**config.mk**
```make
export PLATFORM = sky130hd
export DESIGN_NAME = prio_track
export DESIGN_NICKNAME = d
export VERILOG_FILES = /design/src/rtl/prio_pkg.sv /design/src/rtl/prio_pending.sv /design/src/rtl/prio_select.sv /design/src/rtl/prio_core.sv /design/src/rtl/prio_track.sv
export SDC_FILE = /design/constraint.sdc
export NUM_CORES = 1
export LEC_CHECK = 0
export BUFFER_PORTS_ARGS = -buffer_cell sky130_fd_sc_hd__buf_4
export CORE_ASPECT_RATIO = 1.4
export CORE_MARGIN = 3
export CORE_UTILIZATION = 46
export CTS_BUF_LIST = sky130_fd_sc_hd__clkbuf_4 sky130_fd_sc_hd__clkbuf_8 sky130_fd_sc_hd__clkbuf_16
export DETAILED_ROUTE_END_ITERATION = 12
export GPL_ROUTABILITY_DRIVEN = 1
export PLACE_DENSITY_LB_ADDON = 0.25
export SETUP_SLACK_MARGIN = 0.15
export SYNTH_ARGS = -nofsm -noshare
export SYNTH_HDL_FRONTEND = slang
export SYNTH_SLANG_ARGS = --single-unit
```
**constraint.sdc**
```tcl
create_clock -name clk -period 1.9 [get_ports clk]
set_input_delay 0.285 -clock clk [delete_from_list [all_inputs] [get_ports clk]]
set_output_delay 0.285 -clock clk [all_outputs]
set_load 0.03 [all_outputs]
```
**src/rtl/prio_pkg.sv**
```systemverilog
package prio_pkg;
  localparam int NCH = 6;
  localparam int CW  = $clog2(NCH + 1);
  localparam int SW  = 16;
  localparam int SHD_LSB = 4;
  typedef logic [CW-1:0]  code_t;
  typedef logic [NCH-1:0] mask_t;
endpackage

```
**src/rtl/prio_pending.sv**
```systemverilog
module prio_pending #(
  parameter int NCH = prio_pkg::NCH
) (
  input  logic           clk,
  input  logic           rst_n,
  input  logic [NCH-1:0] set_i,
  input  logic [NCH-1:0] clr_i,
  output logic [NCH-1:0] pend_o
);
  logic [NCH-1:0] pend_q;

  always_ff @(posedge clk) begin
    if (!rst_n) pend_q <= '0;
    else        pend_q <= set_i & ~clr_i;
  end

  assign pend_o = pend_q;

  AST_CLR_WINS: assert property (@(posedge clk) disable iff (!rst_n)
    1'b1 |=> ((pend_q & $past(clr_i)) == '0));
endmodule

```
**src/rtl/prio_select.sv**
```systemverilog
module prio_select #(
  parameter int NCH = prio_pkg::NCH,
  localparam int CW = $clog2(NCH + 1)
) (
  input  logic [NCH-1:0] req_i,
  output logic [NCH-1:0] gnt_o,
  output logic [CW-1:0]  code_o
);
  logic [NCH:0] seen;
  assign seen[0] = 1'b0;

  for (genvar g = 0; g < NCH; g++) begin : g_chain
    assign gnt_o[g]    = req_i[g] & ~seen[g];
    assign seen[g + 1] = seen[g] | req_i[g];
  end

  always_comb begin
    code_o = '0;
    for (int i = NCH - 1; i >= 0; i--) begin
      if (gnt_o[i]) code_o = CW'(i + 1);
    end
  end

  always_comb begin
    if (req_i != '0) AST_ONE_GRANT: assert ($onehot0(gnt_o) && gnt_o != '0);
  end
endmodule

```
**src/rtl/prio_core.sv**
```systemverilog
module prio_core #(
  parameter int NCH = prio_pkg::NCH,
  localparam int CW = $clog2(NCH + 1)
) (
  input  logic           clk,
  input  logic           rst_n,
  input  logic           hp_mode_i,
  input  logic [NCH-1:0] start_i,
  input  logic [NCH-1:0] done_i,
  input  logic [NCH-1:0] pend_i,
  input  logic [NCH-1:0] sel_gnt_i,
  input  logic [CW-1:0]  sel_code_i,
  output logic [NCH-1:0] req_o,
  output logic [NCH-1:0] clr_o,
  output logic [CW-1:0]  act_o,
  output logic [CW-1:0]  shd_o
);
  localparam logic [CW-1:0] ONE = CW'(1);

  logic [CW-1:0]  act_q, shd_q, act_d, shd_d;
  logic [NCH-1:0] act_oh;
  logic           preempt, act_done, restore;

  for (genvar g = 0; g < NCH; g++) begin : g_oh
    assign act_oh[g] = (act_q == CW'(g + 1));
  end

  assign req_o    = (pend_i | start_i) & ~act_oh;
  assign preempt  = hp_mode_i & req_o[0];
  assign act_done = |(done_i & act_oh);
  assign restore  = hp_mode_i & act_done & (act_q == ONE);

  always_comb begin
    act_d = act_q;
    shd_d = shd_q;
    clr_o = '0;
    if (preempt) begin
      shd_d    = act_q;
      act_d    = ONE;
      clr_o[0] = 1'b1;
    end else if (restore) begin
      act_d = shd_q;
    end else if (act_done || act_q == '0) begin
      act_d = sel_code_i;
      clr_o = sel_gnt_i;
    end
  end

  always_ff @(posedge clk) begin
    if (!rst_n) begin
      act_q <= '0;
      shd_q <= '0;
    end else begin
      act_q <= act_d;
      shd_q <= shd_d;
    end
  end

  assign act_o = act_q;
  assign shd_o = shd_q;

  AST_CODE_RANGE: assert property (@(posedge clk) disable iff (!rst_n)
    (act_q <= CW'(NCH)) && (shd_q <= CW'(NCH)));
  AST_PREEMPT_SAVE: assert property (@(posedge clk) disable iff (!rst_n)
    (hp_mode_i && start_i[0] && act_q != ONE) |=> (act_q == ONE && shd_q == $past(act_q)));
  AST_RESTORE: assert property (@(posedge clk) disable iff (!rst_n)
    (hp_mode_i && act_q == ONE && done_i[0]) |=> (act_q == $past(shd_q) && $stable(shd_q)));
  AST_SELF_START: assert property (@(posedge clk) disable iff (!rst_n)
    (hp_mode_i && act_q == ONE && !done_i[0]) |=> (act_q == ONE && $stable(shd_q)));
  AST_OFF_HOLD: assert property (@(posedge clk) disable iff (!rst_n)
    (!hp_mode_i && act_q != '0 && (done_i & act_oh) == '0) |=> $stable(act_q));
  AST_OFF_SHADOW: assert property (@(posedge clk) disable iff (!rst_n)
    !hp_mode_i |=> $stable(shd_q));
endmodule

```
**src/rtl/prio_track.sv**
```systemverilog
module prio_track #(
  parameter int NCH = prio_pkg::NCH,
  parameter int SW  = prio_pkg::SW,
  parameter int SHD_LSB = prio_pkg::SHD_LSB,
  localparam int CW = $clog2(NCH + 1)
) (
  input  logic           clk,
  input  logic           rst_n,
  input  logic           hp_mode_i,
  input  logic [NCH-1:0] start_i,
  input  logic [NCH-1:0] done_i,
  output logic [CW-1:0]  act_o,
  output logic [CW-1:0]  shd_o,
  output logic [SW-1:0]  status_o
);
  logic [NCH-1:0] pend, req, clr, sel_gnt;
  logic [CW-1:0]  sel_code;

  prio_pending #(.NCH(NCH)) u_pend (
    .clk(clk), .rst_n(rst_n), .set_i(req), .clr_i(clr), .pend_o(pend)
  );

  prio_select #(.NCH(NCH)) u_sel (
    .req_i(req), .gnt_o(sel_gnt), .code_o(sel_code)
  );

  prio_core #(.NCH(NCH)) u_core (
    .clk(clk), .rst_n(rst_n), .hp_mode_i(hp_mode_i),
    .start_i(start_i), .done_i(done_i), .pend_i(pend),
    .sel_gnt_i(sel_gnt), .sel_code_i(sel_code),
    .req_o(req), .clr_o(clr), .act_o(act_o), .shd_o(shd_o)
  );

  always_comb begin
    status_o = '0;
    status_o[CW-1:0] = act_o;
    status_o[SHD_LSB +: CW] = shd_o;
  end

  always_comb begin
    AST_STATUS_PAD: assert (status_o[SW-1:SHD_LSB+CW] == '0 && status_o[SHD_LSB-1:CW] == '0);
  end
endmodule

```
# ---- Yosys cells after proc, flatten, opt, wreduce, memory -nomap -nowiden
# Cells that the tools add are included.
dict set report op_classes {
  reduce_logical 6
  eq_ne 6
  mux 13
  bitwise 24
}
# operator count
set op_table {}
lappend op_table {{3-bit 2-to-1 mux} 8}
lappend op_table {{6-bit AND} 3}
lappend op_table {{6-bit 2-to-1 mux} 2}
lappend op_table {{6-bit inverter} 2}
lappend op_table {{3-bit equality test (second input constant)} 3}
lappend op_table {{1-bit AND} 8}
lappend op_table {{3-bit by 2-bit equality test with 1-bit output (second input constant)} 2}
lappend op_table {{1-bit inverter} 6}
lappend op_table {{6-bit OR} 1}
lappend op_table {{6-bit OR reduction} 1}
lappend op_table {{5-bit 2-to-1 mux} 1}
lappend op_table {{1-bit OR} 4}
lappend op_table {{3-bit by 1-bit equality test with 1-bit output (second input constant)} 1}
lappend op_table {{3-bit logical NOT} 1}
lappend op_table {{3-bit nonzero test} 1}
lappend op_table {{1-bit 2-to-1 mux} 2}
lappend op_table {{2-bit nonzero test} 1}
lappend op_table {{2-bit OR reduction} 1}
lappend op_table {{1-bit logical OR} 1}
dict set report totals {
  wordCells 53
  ff_bits 12
}

# ---- Longest topological paths before layout
# Gate-level depths: netlist of the first run.
dict set report logic_depth {
  depth_word 18
  mapped_depth 6
  mapped_depth_nobuf 5
}

# ---- By module
# A second synthesis of the first run with hierarchy kept.
dict set report unflattened {
  hier_cells 114
  hier_area_um2 952.2
}
# mod instances cells_each area_per_inst_um2
set by_module_without_submodules {}
lappend by_module_without_submodules {prio_core 1 71 560.5}
lappend by_module_without_submodules {prio_pending 1 12 172.7}
lappend by_module_without_submodules {prio_track 1 17 123.9}
lappend by_module_without_submodules {prio_select 1 14 95.1}

# ---- Least setup slack after synthesis of the first run
# OpenSTA, ideal clock, no wires.
dict set report synth_timing {
  path_type {register to register}
  from {register u_core.act_q[1] (netlist: u_core.act_o[1])}
  to {register u_pend.pend_q[5] (netlist: u_pend.pend_o[5])}
  period_less_slack_ns 1.904
  t_arrival_ns 1.783
  stages_incl_launch_ff 7
  setup_ns 0.122
  required_time_ns 1.778
  n_path_buf 1
  path_slack_ns -0.004
  cell_sequence {dfxtp_1 buf_4 nor2b_1 a32o_2 o31ai_4 nand2b_1 o311a_1}
}
dict set report synth_between {
  elab_chain_cells 14
  word_cells_on_any_way 26
  cone_classes {eq/ne (6); mux (3); bitwise (14); reduce/logical (3)}
}
# element line
set synth_rtl {}
lappend synth_rtl {{from (decl)} prio_core.sv:20} ;# logic [CW-1:0] act_q, shd_q, act_d, shd_d;
lappend synth_rtl {{from (signal assigned)} prio_core.sv:54} ;# act_q <= act_d;
lappend synth_rtl {{3-bit by 1-bit equality test with 1-bit output / 3-bit by 2-bit equality test with 1-bit output (equally long branches)} {prio_core.sv:25, prio_core.sv:31}}
lappend synth_rtl {{6-bit inverter} prio_core.sv:28} ;# assign req_o = (pend_i | start_i) & ~act_oh;
lappend synth_rtl {{6-bit AND} prio_core.sv:28}
lappend synth_rtl {{1-bit OR (4 in a row)} prio_select.sv:14} ;# assign seen[g + 1] = seen[g] | req_i[g];
lappend synth_rtl {{1-bit inverter} prio_select.sv:13} ;# assign gnt_o[g] = req_i[g] & ~seen[g];
lappend synth_rtl {{1-bit AND} prio_select.sv:13}
lappend synth_rtl {{6-bit 2-to-1 mux} prio_core.sv:43} ;# end else if (act_done || act_q == '0) begin
lappend synth_rtl {{6-bit 2-to-1 mux} prio_core.sv:41} ;# end else if (restore) begin
lappend synth_rtl {{5-bit 2-to-1 mux} prio_core.sv:37} ;# if (preempt) begin
lappend synth_rtl {{6-bit inverter} prio_pending.sv:14} ;# else pend_q <= set_i & ~clr_i;
lappend synth_rtl {{6-bit AND (*)} prio_pending.sv:14}
lappend synth_rtl {{to (signal assigned)} prio_pending.sv:14}
lappend synth_rtl {{to (decl)} prio_pending.sv:10} ;# logic [NCH-1:0] pend_q;
# Mark *: on every way between the ends. The rest lies on a longest branch, timed or not.
# A chain may end at the register's enable or synchronous reset.

# ---- Final worst setup path of the first run
dict set report layout_timing {
  from {register u_core.act_q[0] (netlist: u_core.act_o[0])}
  to {register u_core.act_q[1] (netlist: u_core.act_o[1])}
}
dict set report layout_between {
  elab_chain_cells 17
  word_cells_on_any_way 39
  cone_classes {eq/ne (6); mux (8); bitwise (20); reduce/logical (5)}
}
# element line
set layout_rtl {}
lappend layout_rtl {{3-bit by 1-bit equality test with 1-bit output / 3-bit by 2-bit equality test with 1-bit output (equally long branches)} {prio_core.sv:25, prio_core.sv:31}}
lappend layout_rtl {{6-bit inverter} prio_core.sv:28}
lappend layout_rtl {{6-bit AND} prio_core.sv:28}
lappend layout_rtl {{1-bit OR (4 in a row)} prio_select.sv:14}
lappend layout_rtl {{1-bit inverter} prio_select.sv:13}
lappend layout_rtl {{1-bit AND} prio_select.sv:13}
lappend layout_rtl {{3-bit 2-to-1 mux (6 in a row)} prio_select.sv:20} ;# if (gnt_o[i]) code_o = CW'(i + 1);
lappend layout_rtl {{3-bit 2-to-1 mux} prio_core.sv:43}
lappend layout_rtl {{3-bit 2-to-1 mux} prio_core.sv:41}
# Several ways; a longest one is shown, not always the timed one. The select of a mux whose other input is x is not followed.

==> metrics.md, run 1 <==
| Metric | Value |
|---|---|
| Status | finished clean |
| Sequential share of power | 0.310 |
| Hold depth | 3 |
| H-tree lvl count | 1 |
| Power per cell area | 1138 nW/um2 |
| Worst-path fanout max | 8 |
| Final #Nets | 141 |
| Most common cell after layout, fill and taps aside | buf_4 |
| Layout cell share with drive strength beyond 1 | 0.3520 |
| Vias per cell | 5.556 |
| Clock tree from TritonCTS | yes |
| Remaining Overflow, GRT | 0 |
| Most used flip-flop cell after synthesis | dfxtp_1 |
| Placer congestion estimate | 0.8374 |
| Setup ws final | 0.2383 ns |
| Synth cell types | 40 |
| Synth Register Bits | 12 |
| CP arrival | 1.89 ns |
| Reg2reg start | u_core.act_o[0]$_SDFFE_PN0P_ |
| Final worst path period share | 0.8746 |
| Worst Hold End | u_core.act_o[2]$_SDFFE_PP0P_ |
| Area of the multi-input gates | 539.3 um2 |
| Post-DP HPWL | 1.517 mm |
| Combinational family with the most area after synthesis | simple AND/OR/NAND/NOR gates |
| Final min period | 1.662 ns |
| Routed WL | 2.005 mm |
| Largest net degree at the start of global routing | 14 |
| Cell Rows | 17 |
| Syn Area/Cell | 8.406 um2 |
| Peak supply drop | 0.6242 mV |
| Min-delay worst type | input pin to register |
| Pleak | 0.5020 nW |
| Number of port buffers | 26 |
| Combinational fraction of design power | 0.517 |
| CTS Hold Bufs | 0 |
| Register area | 251.5 um2 |
| Global-route wire length before repair | 3.339 mm |
| Reg2reg path depth | 5 |
| Worst path required time | 2.13 ns |
| Number of synthesized flops with an enable pin | 0 |
| Total clock sinks | 12 |
| Total GRT Usage | 0.1730 |
| Internal | 0.6850 mW |
| Die Ht | 57.33 um |
| End of the worst register-to-register path | u_core.act_o[1]$_SDFFE_PP0P_ |
| Async SR Flop Fraction | 0 |
| Final Setup Violations | 0 |
| Final Hold Viols | 0 |
| Setup CP Type | register to register |
| Vias | 800 |
| Vias in the first global route | 738 |
| Starting Density | 0.5153 |
| First-pass iteration count of the detailed router | 4 |
| FMAX | 601.8 MHz |
| Fill cells | 166 |
| Clock skew | 0.003819 ns |
| Diode count | 0 |
| Synth Area in Adders | 0 |
| Core Box Area | 1680 um2 |
| DR WL/cell | 13.92 um |
| Reg2Reg Setup Slack | 0.24 ns |
| Slew Viols, Final | 0 |
| Simple-gate share of the synthesized area | 0.2659 |
| Final hold slack | 0.2796 ns |
| CTS Root Cell | clkbuf_4 |
| Most frequent cells in the layout | 27 x buf_4, 13 x nor2_1, 10 x conb_1, 9 x dfxtp_1, 6 x a21oi_1 |
| Total CTS buffers | 3 |
| # DRC | 0 |
| Reg clk slew, reported paths | 0.08 ns |
| Die X | 42.67 um |
| Clock network power share | 0.172 |
| Critical Path Source Type | register |
| TNS Setup | 0 ns |
| Area of the mapped netlist | 865.8 um2 |
| Clock Latency Late Sink | 0.28 ns |
| Sw frac | 0.4354 |
| Bufs on Longest Clock Path | 2 |
| ANT nets after route | 0 |
| Pre-CTS setup slack | 0.1419 ns |
| NetSw | 0.5283 mW |
| Hold_sp | rst_n |
| Full die area | 2446 um2 |
| Synth Warn # | 0 |
| Worst Setup End Kind | register |
| Sequential-to-total area share from yosys stat | 0.2775 |
| Initial antenna violation count | 0 |
| RSZ-0062 raised after global routing | no |
| Iter 0 DRT Violations | 20 |
| Syn-to-layout area delta | 23.12% |
| Mapped Cells | 103 |
| Synth Area in Compound Gates | 0.2486 |
| XOR/XNOR Fraction of Synth Area | 0 |
| Mux cell area share after synthesis | 0.03468 |
| Maxcap violations | 0 |
| Boundary Pins | 37 |
==> stage by stage <==
stage	cell area, um2	util	power [mW]	std cells
3_3_place_gp	988.4	0.5882	0.9429	138
4_1_cts	1032	0.6143	1.164	143
5_1_grt	1066	0.6344	1.285	144
2_1_floorplan	908.4	-	0.8462	112
6_report	1066	0.6344	1.213	144
3_5_place_dp	988.4	0.5882	0.9501	138
==> timing repair <==
| action | CTS | global route |
|---|---|---|
| pin swaps | 1 | 3 |
| endpoints found under the setup margin | 2 | 5 |
| hold endpoints to repair | 0 | 0 |
| resized for setup | 0 | 7 |
| setup buffers | 1 | 1 |
| gates cloned | 0 | 0 |
==> final cells by class <==
type                            instances  area share
Multi-Input combinational cell         79      0.5059
Tap cell                               19     0.02230
Clock buffer                            4     0.03404
Sequential cell                        12      0.2359
Inverter                                2    0.007042
Timing Repair Buffer                   28      0.1948
==> worst max-delay path, cell delays in order, from the launching register on <==
cell and delay [ns]:
dfxtp_4 0.40, and2b_1 0.23, a22o_1 0.28, a211oi_4 0.29
mux2i_2 0.27, o21a_1 0.13
==> power groups by stage <==
stage               Sequential [mW]  Clock [mW]  Combinational [mW]
floorplan                     0.383           0               0.464
global placement              0.380           0               0.563
detailed placement            0.384           0               0.566
CTS                           0.375       0.205               0.584
global route                  0.387       0.219               0.680
finish                        0.376       0.209               0.628
==> cell families after synthesis <==
kind of cell | count (synthesis)
compound gates | 25
buf+inv | 21
flops | 12
mux | 3
other cells | 1
simple gates | 41
==> sequential cells by signal, summed over array words and instances (netlist names) <==
| signal | count |
|---|---|
| u_core.shd_o | 3 |
| u_core.act_o | 3 |
| u_pend.pend_o | 6 |
==> synth_stat cells (2+ instances only) <==
| cell type | number | area (um2) |
|---|---|---|
| nand4_1 | 3 | 18.77 |
| nor2_1 | 13 | 48.80 |
| and3_1 | 2 | 12.51 |
| nand3b_1 | 2 | 15.01 |
| o31a_1 | 2 | 17.52 |
| mux2i_1 | 3 | 30.03 |
| dfxtp_1 | 12 | 240.2 |
| buf_4 | 18 | 135.1 |
| o211a_1 | 2 | 20.02 |
| nand2_1 | 5 | 18.77 |
| nor2b_1 | 6 | 37.54 |
| or3b_1 | 2 | 17.52 |
| a21oi_1 | 6 | 30.03 |
==> worst max path at each step <==
stage | slack (ns) | start | end
after CTS | 0.16 | u_core.act_o[0]$_SDFFE_PN0P_ | u_core.act_o[1]$_SDFFE_PP0P_
after global routing | 0.15 | u_core.act_o[0]$_SDFFE_PN0P_ | u_core.act_o[1]$_SDFFE_PP0P_
after global placement | 0.17 | u_core.act_o[0]$_SDFFE_PN0P_ | u_core.act_o[1]$_SDFFE_PP0P_
after detailed placement | 0.14 | u_core.act_o[0]$_SDFFE_PN0P_ | u_core.act_o[1]$_SDFFE_PP0P_
final | 0.24 | u_core.act_o[0]$_SDFFE_PN0P_ | u_core.act_o[1]$_SDFFE_PP0P_
after floorplan | 0.18 | u_core.act_o[1]$_SDFFE_PP0P_ | u_pend.pend_o[5]$_SDFF_PN0_
==> per-layer routing <==
metal	up-vias	GRT usage	wire [um]
met5	-	0	0
met4	0	0.06667	38
met3	5	0.02524	169
met2	33	0.2897	1015
met1	373	0.2197	782
li1	389	-	-
Note: power is estimated with default switching activity, not from simulation.
==> run 2: changes to the inputs <==
--- a/config.mk
+++ b/config.mk
@@ -8,7 +8,7 @@
 export BUFFER_PORTS_ARGS = -buffer_cell sky130_fd_sc_hd__buf_4
 export CORE_ASPECT_RATIO = 1.4
 export CORE_MARGIN = 3
-export CORE_UTILIZATION = 46
+export CORE_UTILIZATION = 48
 export CTS_BUF_LIST = sky130_fd_sc_hd__clkbuf_4 sky130_fd_sc_hd__clkbuf_8 sky130_fd_sc_hd__clkbuf_16
 export DETAILED_ROUTE_END_ITERATION = 12
 export GPL_ROUTABILITY_DRIVEN = 1
@@ -16,4 +16,5 @@
 export SETUP_SLACK_MARGIN = 0.15
 export SYNTH_ARGS = -nofsm -noshare
 export SYNTH_HDL_FRONTEND = slang
+export SYNTH_HIERARCHICAL = 1
 export SYNTH_SLANG_ARGS = --single-unit
==> run 2 against run 1 <==
Design area is 28% higher; non-clock buffer count is 20 higher; core utilization is 11 points higher; largest cell class unchanged; via count is 16% higher; critical path depth is 2 higher; combinational power is 85% higher; wire length is 32% higher.
==> metrics.md, run 2 <==
| Metric | Value |
|---|---|
| Hold depth | 3 |
| Synth cell types | 37 |
| Die X | 43.64 um |
| CTS Root Cell | clkbuf_4 |
| CTS Hold Bufs | 0 |
| Status | finished clean |
| Core Box Area | 1824 um2 |
| Max reg flops | 6 |
| CP max stage delay | 0.42 ns |
| Clock tree from TritonCTS | yes |
| Vias | 931 |
| WP depth | 7 |
| Top delay family on crit path | compound AO/OA/AOI/OAI gates |
| Syn Area/Cell | 8.352 um2 |
| FMAX | 559.1 MHz |
| ANT nets after route | 0 |
| Most used flip-flop cell after synthesis | dfxtp_1 |
| RSZ-0062 raised after global routing | yes |
| Mapped Cells | 114 |
| Hold_sp | rst_n |
| First-pass iteration count of the detailed router | 4 |
| CP arrival | 1.97 ns |
| Maxcap violations | 0 |
| Placed insts | 152 |
| Total clock sinks | 12 |
| Most common cell in the netlist | buf_4 |
| Total GRT Usage | 0.1872 |
| Critical Path Source Type | register |
| Clock skew | 0.007290 ns |
| Die Ht | 58.70 um |
| Final Setup Violations | 0 |
| Largest net degree at the start of global routing | 14 |
| Placer congestion estimate | 0.8191 |
| Sequential share of power | 0.219 |
| Final #Nets | 170 |
| Full die area | 2561 um2 |
| Most frequent cells in the layout | 47 x buf_4, 10 x conb_1, 9 x inv_1, 9 x dfxtp_1, 8 x nor2_1 |
| Worst-path fanout max | 5 |
| Cell Rows | 18 |
| Boundary Pins | 37 |
| Post-DP HPWL | 1.653 mm |
| Number of port buffers | 26 |
| Reg2reg start | u_core/act_o[2]$_SDFFE_PP0P_ |
| Layout cell share with drive strength beyond 1 | 0.4870 |
| # DRC | 0 |
| Iter 0 DRT Violations | 15 |
| Total CTS buffers | 3 |
| Async SR Flop Fraction | 0 |
| Synth cell count leaders | 19 x buf_4, 12 x dfxtp_1, 10 x nor2_1, 9 x inv_1, 6 x and3b_1 |
| Vias per cell | 5.351 |
| Final min period | 1.789 ns |
| Initial antenna violation count | 0 |
| Reg2reg path depth | 7 |
| Area of the mapped netlist | 952.2 um2 |
| Buf/Inv on CP | 0 |
| Remaining Overflow, GRT | 0 |
| Diode count | 0 |
| Min-delay worst type | input pin to register |
| Max stage delay cell, worst path | or3b_4 |
| Worst path required time | 2.08 ns |
| Wl on met1 | 981 um |
| Most common cell after layout, fill and taps aside | buf_4 |
| Global-route wire length before repair | 3.684 mm |
| Area leader, netlist | dfxtp_1 |
| Synth area leaders | dfxtp_1 25%, buf_4 15%, and3b_1 5.5%, mux2i_1 4.2%, nor2_1 3.9% |
| Setup CP Type | register to register |
| Peak supply drop | 0.7059 mV |
| WL met3 | 100 um |
| Synth top area share | 0.2523 |
| Final Hold Viols | 0 |
| Util after Layout | 0.7462 |
| DR top layer | met4 |
| Routed WL | 2.644 mm |
| Syn-to-layout area delta | 42.97% |
| Synth Register Bits | 12 |
| Power per cell area | 1265 nW/um2 |
| Vias in the first global route | 861 |
| Synth Warn # | 6 |
| Reg2Reg Setup Slack | 0.11 ns |
| Worst Setup End Kind | register |
| Finished Layout Cells | 174 |
| Bufs on Longest Clock Path | 2 |
| Pleak | 0.6243 nW |
| Reg clk slew, reported paths | 0.08 ns |
| Starting Density | 0.5219 |
| NetSw | 0.7642 mW |
| TNS Setup | 0 ns |
| Sequential-to-total area share from yosys stat | 0.2523 |
| Tot Pwr | 1.722 mW |
| Fill cells | 144 |
| Metal2 WL | 1.532 mm |
| Internal | 0.9579 mW |
| Crit. Startpoint | u_core/act_o[2]$_SDFFE_PP0P_ |
| Number of synthesized flops with an enable pin | 0 |
| Slew Viols, Final | 0 |
| Clock network power share | 0.105 |
| Sw frac | 0.4438 |
| Final worst path period share | 0.9414 |
| DR WL/cell | 15.20 um |
| Combinational fraction of design power | 0.676 |
| Clock Latency Late Sink | 0.27 ns |
| Crit path cell chain | nand2_2 -> o22a_1 -> or3b_4 -> a21oi_2 -> a21boi_2 -> o32ai_2 -> a21oi_1 |
| H-tree lvl count | 1 |
## run 2: changes by cell type in the layout (fill, tap and decap cells not counted), sizes merged, moves of 3 or more
cell and delta:
o32ai +3, nor2 -3, nand4 -3, inv +7, buf +20, and3b +6
## run 2: metrics by stage
stage	hold WS, ns	setup slack (ns)	area, um2
after CTS	0.2878	0.1291	1200
final	0.3039	0.1113	1361
after global routing	0.2874	0.008985	1361
after global placement	0.5521	0.04703	1102
after detailed placement	0.5560	0.01497	1102
after floorplan	0.3981	0.1555	1018
## run 2: path summary, 6_finish.rpt
check / end
worst max-delay path: u_core/act_o[1]$_SDFFE_PP0P_
worst min-delay path: u_core/act_o[0]$_SDFFE_PN0P_
worst max register to register: u_core/act_o[1]$_SDFFE_PP0P_
worst min register to register: u_core/shd_o[1]$_SDFFE_PN0P_
## run 2: cell families (layout without fill, tap and decap cells)
group	count (synthesis)	count (layout)	share of synthesized area
other	1	10	0.003938
and+or+nand+nor	43	43	0.2852
muxes	5	5	0.05388
DFF	12	12	0.2523
buffers and inverters	30	61	0.1958
AOI/OAI and AO/OA	23	23	0.2089
## run 2: timing repair
action | in CTS | in global routing
pin swaps | 6 | 15
gates resized for setup | 4 | 15
endpoints found under the setup margin | 3 | 8
endpoints found under the hold margin | 0 | 0
setup buffers | 7 | 11
## run 2: area by class of cell
cell class                 instances  area (um2)  share of cell area
sequential                        12       251.5              0.1847
timing repair buffer              48       364.1              0.2675
multi-input combinational         81       656.9              0.4825
clock buffer                       4       30.03             0.02206
inverter                           9       33.78             0.02482
tap                               20       25.02             0.01838
## run 2: power groups by stage
| stage | Clock [mW] | Combinational, mW | Sequential (mW) |
|---|---|---|---|
| final | 0.180 | 1.16 | 0.378 |
| after global routing | 0.199 | 1.24 | 0.384 |
| after CTS | 0.188 | 0.910 | 0.390 |
| after detailed placement | 0 | 0.788 | 0.421 |
| after global placement | 0 | 0.779 | 0.417 |
| after floorplan | 0 | 0.656 | 0.419 |
## run 2: worst reg2reg max path, stage by stage, from the launching register on
cell and delay, ns:
dfxtp_4 0.40, nand2_2 0.08, o22a_1 0.22, or3b_4 0.42, a21oi_2 0.14, a21boi_2 0.17, o32ai_2 0.09, a21oi_1 0.18
## run 2: per-layer routing
layer | track usage | vias up
li1 | - | 457
met1 | 0.2093 | 443
met2 | 0.3354 | 27
met3 | 0.02752 | 4
met4 | 0.09052 | 0
met5 | 0 | -
==> run 3: changes to the inputs <==
--- a/config.mk
+++ b/config.mk
@@ -13,6 +13,7 @@
 export DETAILED_ROUTE_END_ITERATION = 12
 export GPL_ROUTABILITY_DRIVEN = 1
 export PLACE_DENSITY_LB_ADDON = 0.25
+export REMOVE_ABC_BUFFERS = 1
 export SETUP_SLACK_MARGIN = 0.15
 export SYNTH_ARGS = -nofsm -noshare
 export SYNTH_HDL_FRONTEND = slang
==> run 3 against run 2 <==
Register-to-register slack better by 0.06 ns; clock-buffer cell count is 1 lower; die area is the same; combinational power decreased by 6%; design area is 5.0% lower; core utilization decreased by 3.7 points; fmax rose by 3.4%; total power decreased by 6.8%; sequential share of layout area grew 0.77 points; global-route usage up 0.42 points.
==> metrics.md, run 3 (synthesis gave the netlist of run 2 again) <==
| Metric | Value |
|---|---|
| Largest net degree at the start of global routing | 12 |
| Crit path cell chain | buf_4 -> o22a_1 -> or3b_4 -> a21oi_2 -> a21boi_2 -> o32ai_1 -> a21oi_1 |
| Final hold slack | 0.3231 ns |
| Worst path required time | 2.09 ns |
| Total GRT Usage | 0.1913 |
| Setup CP Type | register to register |
| Full die area | 2561 um2 |
| Critical Path Source Type | register |
| CTS Root Cell | clkbuf_4 |
| Total CTS buffers | 3 |
| Global-route wire length before repair | 3.684 mm |
| Final #Nets | 164 |
| Status | finished clean |
| Most frequent cells in the layout | 41 x buf_4, 10 x conb_1, 10 x nor2_1, 9 x inv_1, 9 x dfxtp_1 |
| DR WL/cell | 14.05 um |
| Reg clk slew, reported paths | 0.07 ns |
| Routed WL | 2.347 mm |
| Reg2reg path depth | 7 |
| Most common cell after layout, fill and taps aside | buf_4 |
| Max stage delay cell, worst path | or3b_4 |
| CP max stage delay | 0.44 ns |
| Final min period | 1.730 ns |
| CTS Hold Bufs | 0 |
| Vias | 931 |
| Post-DP HPWL | 1.699 mm |
| Fill cells | 138 |
| Boundary Pins | 37 |
| ANT nets after route | 0 |
| Diode count | 0 |
| Setup ws final | 0.1696 ns |
| Remaining Overflow, GRT | 0 |
| Max reg flops | 6 |
| Final Hold Viols | 0 |
| Cell Rows | 18 |
| Pleak | 0.5863 nW |
| Final Setup Violations | 0 |
| # DRC | 0 |
| RSZ-0062 raised after global routing | yes |
| Syn-to-layout area delta | 35.87% |
| Bufs on Longest Clock Path | 2 |
| Area of the multi-input gates | 635.6 um2 |
| Starting Density | 0.5219 |
| H-tree lvl count | 1 |
| Worst-path fanout max | 5 |
| Hold depth | 2 |
| Util after Layout | 0.7092 |
| Vias per cell | 5.575 |
| Peak supply drop | 0.8036 mV |
| Die X | 43.64 um |
| Core Box Area | 1824 um2 |
| Total clock sinks | 12 |
| Slew Viols, Final | 0 |
| Pre-CTS setup slack | 0.008328 ns |
| Min-delay worst type | input pin to register |
| Number of port buffers | 26 |
| Iter 0 DRT Violations | 11 |
| Initial antenna violation count | 0 |
| First-pass iteration count of the detailed router | 4 |
| Clock Latency Late Sink | 0.27 ns |
| CP arrival | 1.93 ns |
| Final worst path period share | 0.9107 |
| Clock skew | 0.004390 ns |
| Layout cell share with drive strength beyond 1 | 0.4422 |
| Worst Setup End Kind | register |
| FMAX | 577.9 MHz |
| Register area | 249.0 um2 |
| Maxcap violations | 0 |
| Placer congestion estimate | 0.8356 |
| Vias in the first global route | 857 |
| Clock tree from TritonCTS | yes |
| Power per cell area | 1241 nW/um2 |
| Die Ht | 58.70 um |
==> run 3: per-stage QoR <==
| stage | instance area, um2 | instances | TNS, ns | power, mW |
|---|---|---|---|---|
| 6_report | 1294 | 167 | 0 | 1.605 |
| 5_1_grt | 1294 | 167 | 0 | 1.709 |
| 4_1_cts | 1191 | 163 | 0 | 1.462 |
| 3_5_place_dp | 1156 | 160 | 0 | 1.281 |
| 3_3_place_gp | 1156 | 160 | 0 | 1.270 |
| 2_1_floorplan | 833.3 | 102 | -2.378 | 0.9306 |
==> run 3: what timing repair did <==
action                     4_1_cts  5_1_grt
pin swaps                        0        5
setup buffers                    0        4
setup endpoints to repair        8        9
gates resized for setup          6       14
==> run 3: final timing paths <==
| path | startpoint | end | slack [ns] |
|---|---|---|---|
| worst max-delay path | u_core/act_o[1]$_SDFFE_PP0P_ | u_core/act_o[1]$_SDFFE_PP0P_ | 0.17 |
| worst min register to register | u_core/shd_o[0]$_SDFFE_PN0P_ | u_core/shd_o[0]$_SDFFE_PN0P_ | 0.56 |
| worst min-delay path | rst_n | u_core/shd_o[1]$_SDFFE_PN0P_ | 0.32 |
| worst max register to register | u_core/act_o[1]$_SDFFE_PP0P_ | u_core/act_o[1]$_SDFFE_PP0P_ | 0.17 |
==> run 3: area by class of cell <==
cell class | instances | share of cell area
sequential | 12 | 0.1925
inverter | 9 | 0.02611
timing repair buffer | 42 | 0.2534
tap | 20 | 0.01934
clock buffer | 3 | 0.01741
multi-input combinational | 81 | 0.4913
==> run 3: routing by layer <==
layer	global-route usage	vias up	part of all wire
li1	-	443	-
met4	0.09052	0	0.0060
met2	0.3458	33	0.54
met5	0	-	0
met1	0.2109	453	0.38
met3	0.03058	2	0.063
==> run 3: where the power goes <==
part | switching, mW | total [mW] | internal [mW]
sequential | 0.0460 | 0.364 | 0.318
combinational | 0.593 | 1.09 | 0.495
clock | 0.0799 | 0.153 | 0.0734
==> run 3: worst max-delay path, delay by kind of cell, from the launching register on <==
kind	cells	cell delay, ns
AOI/OAI and AO/OA	5	0.74
and+or+nand+nor	1	0.44
DFF	1	0.33
buffers and inverters	1	0.15
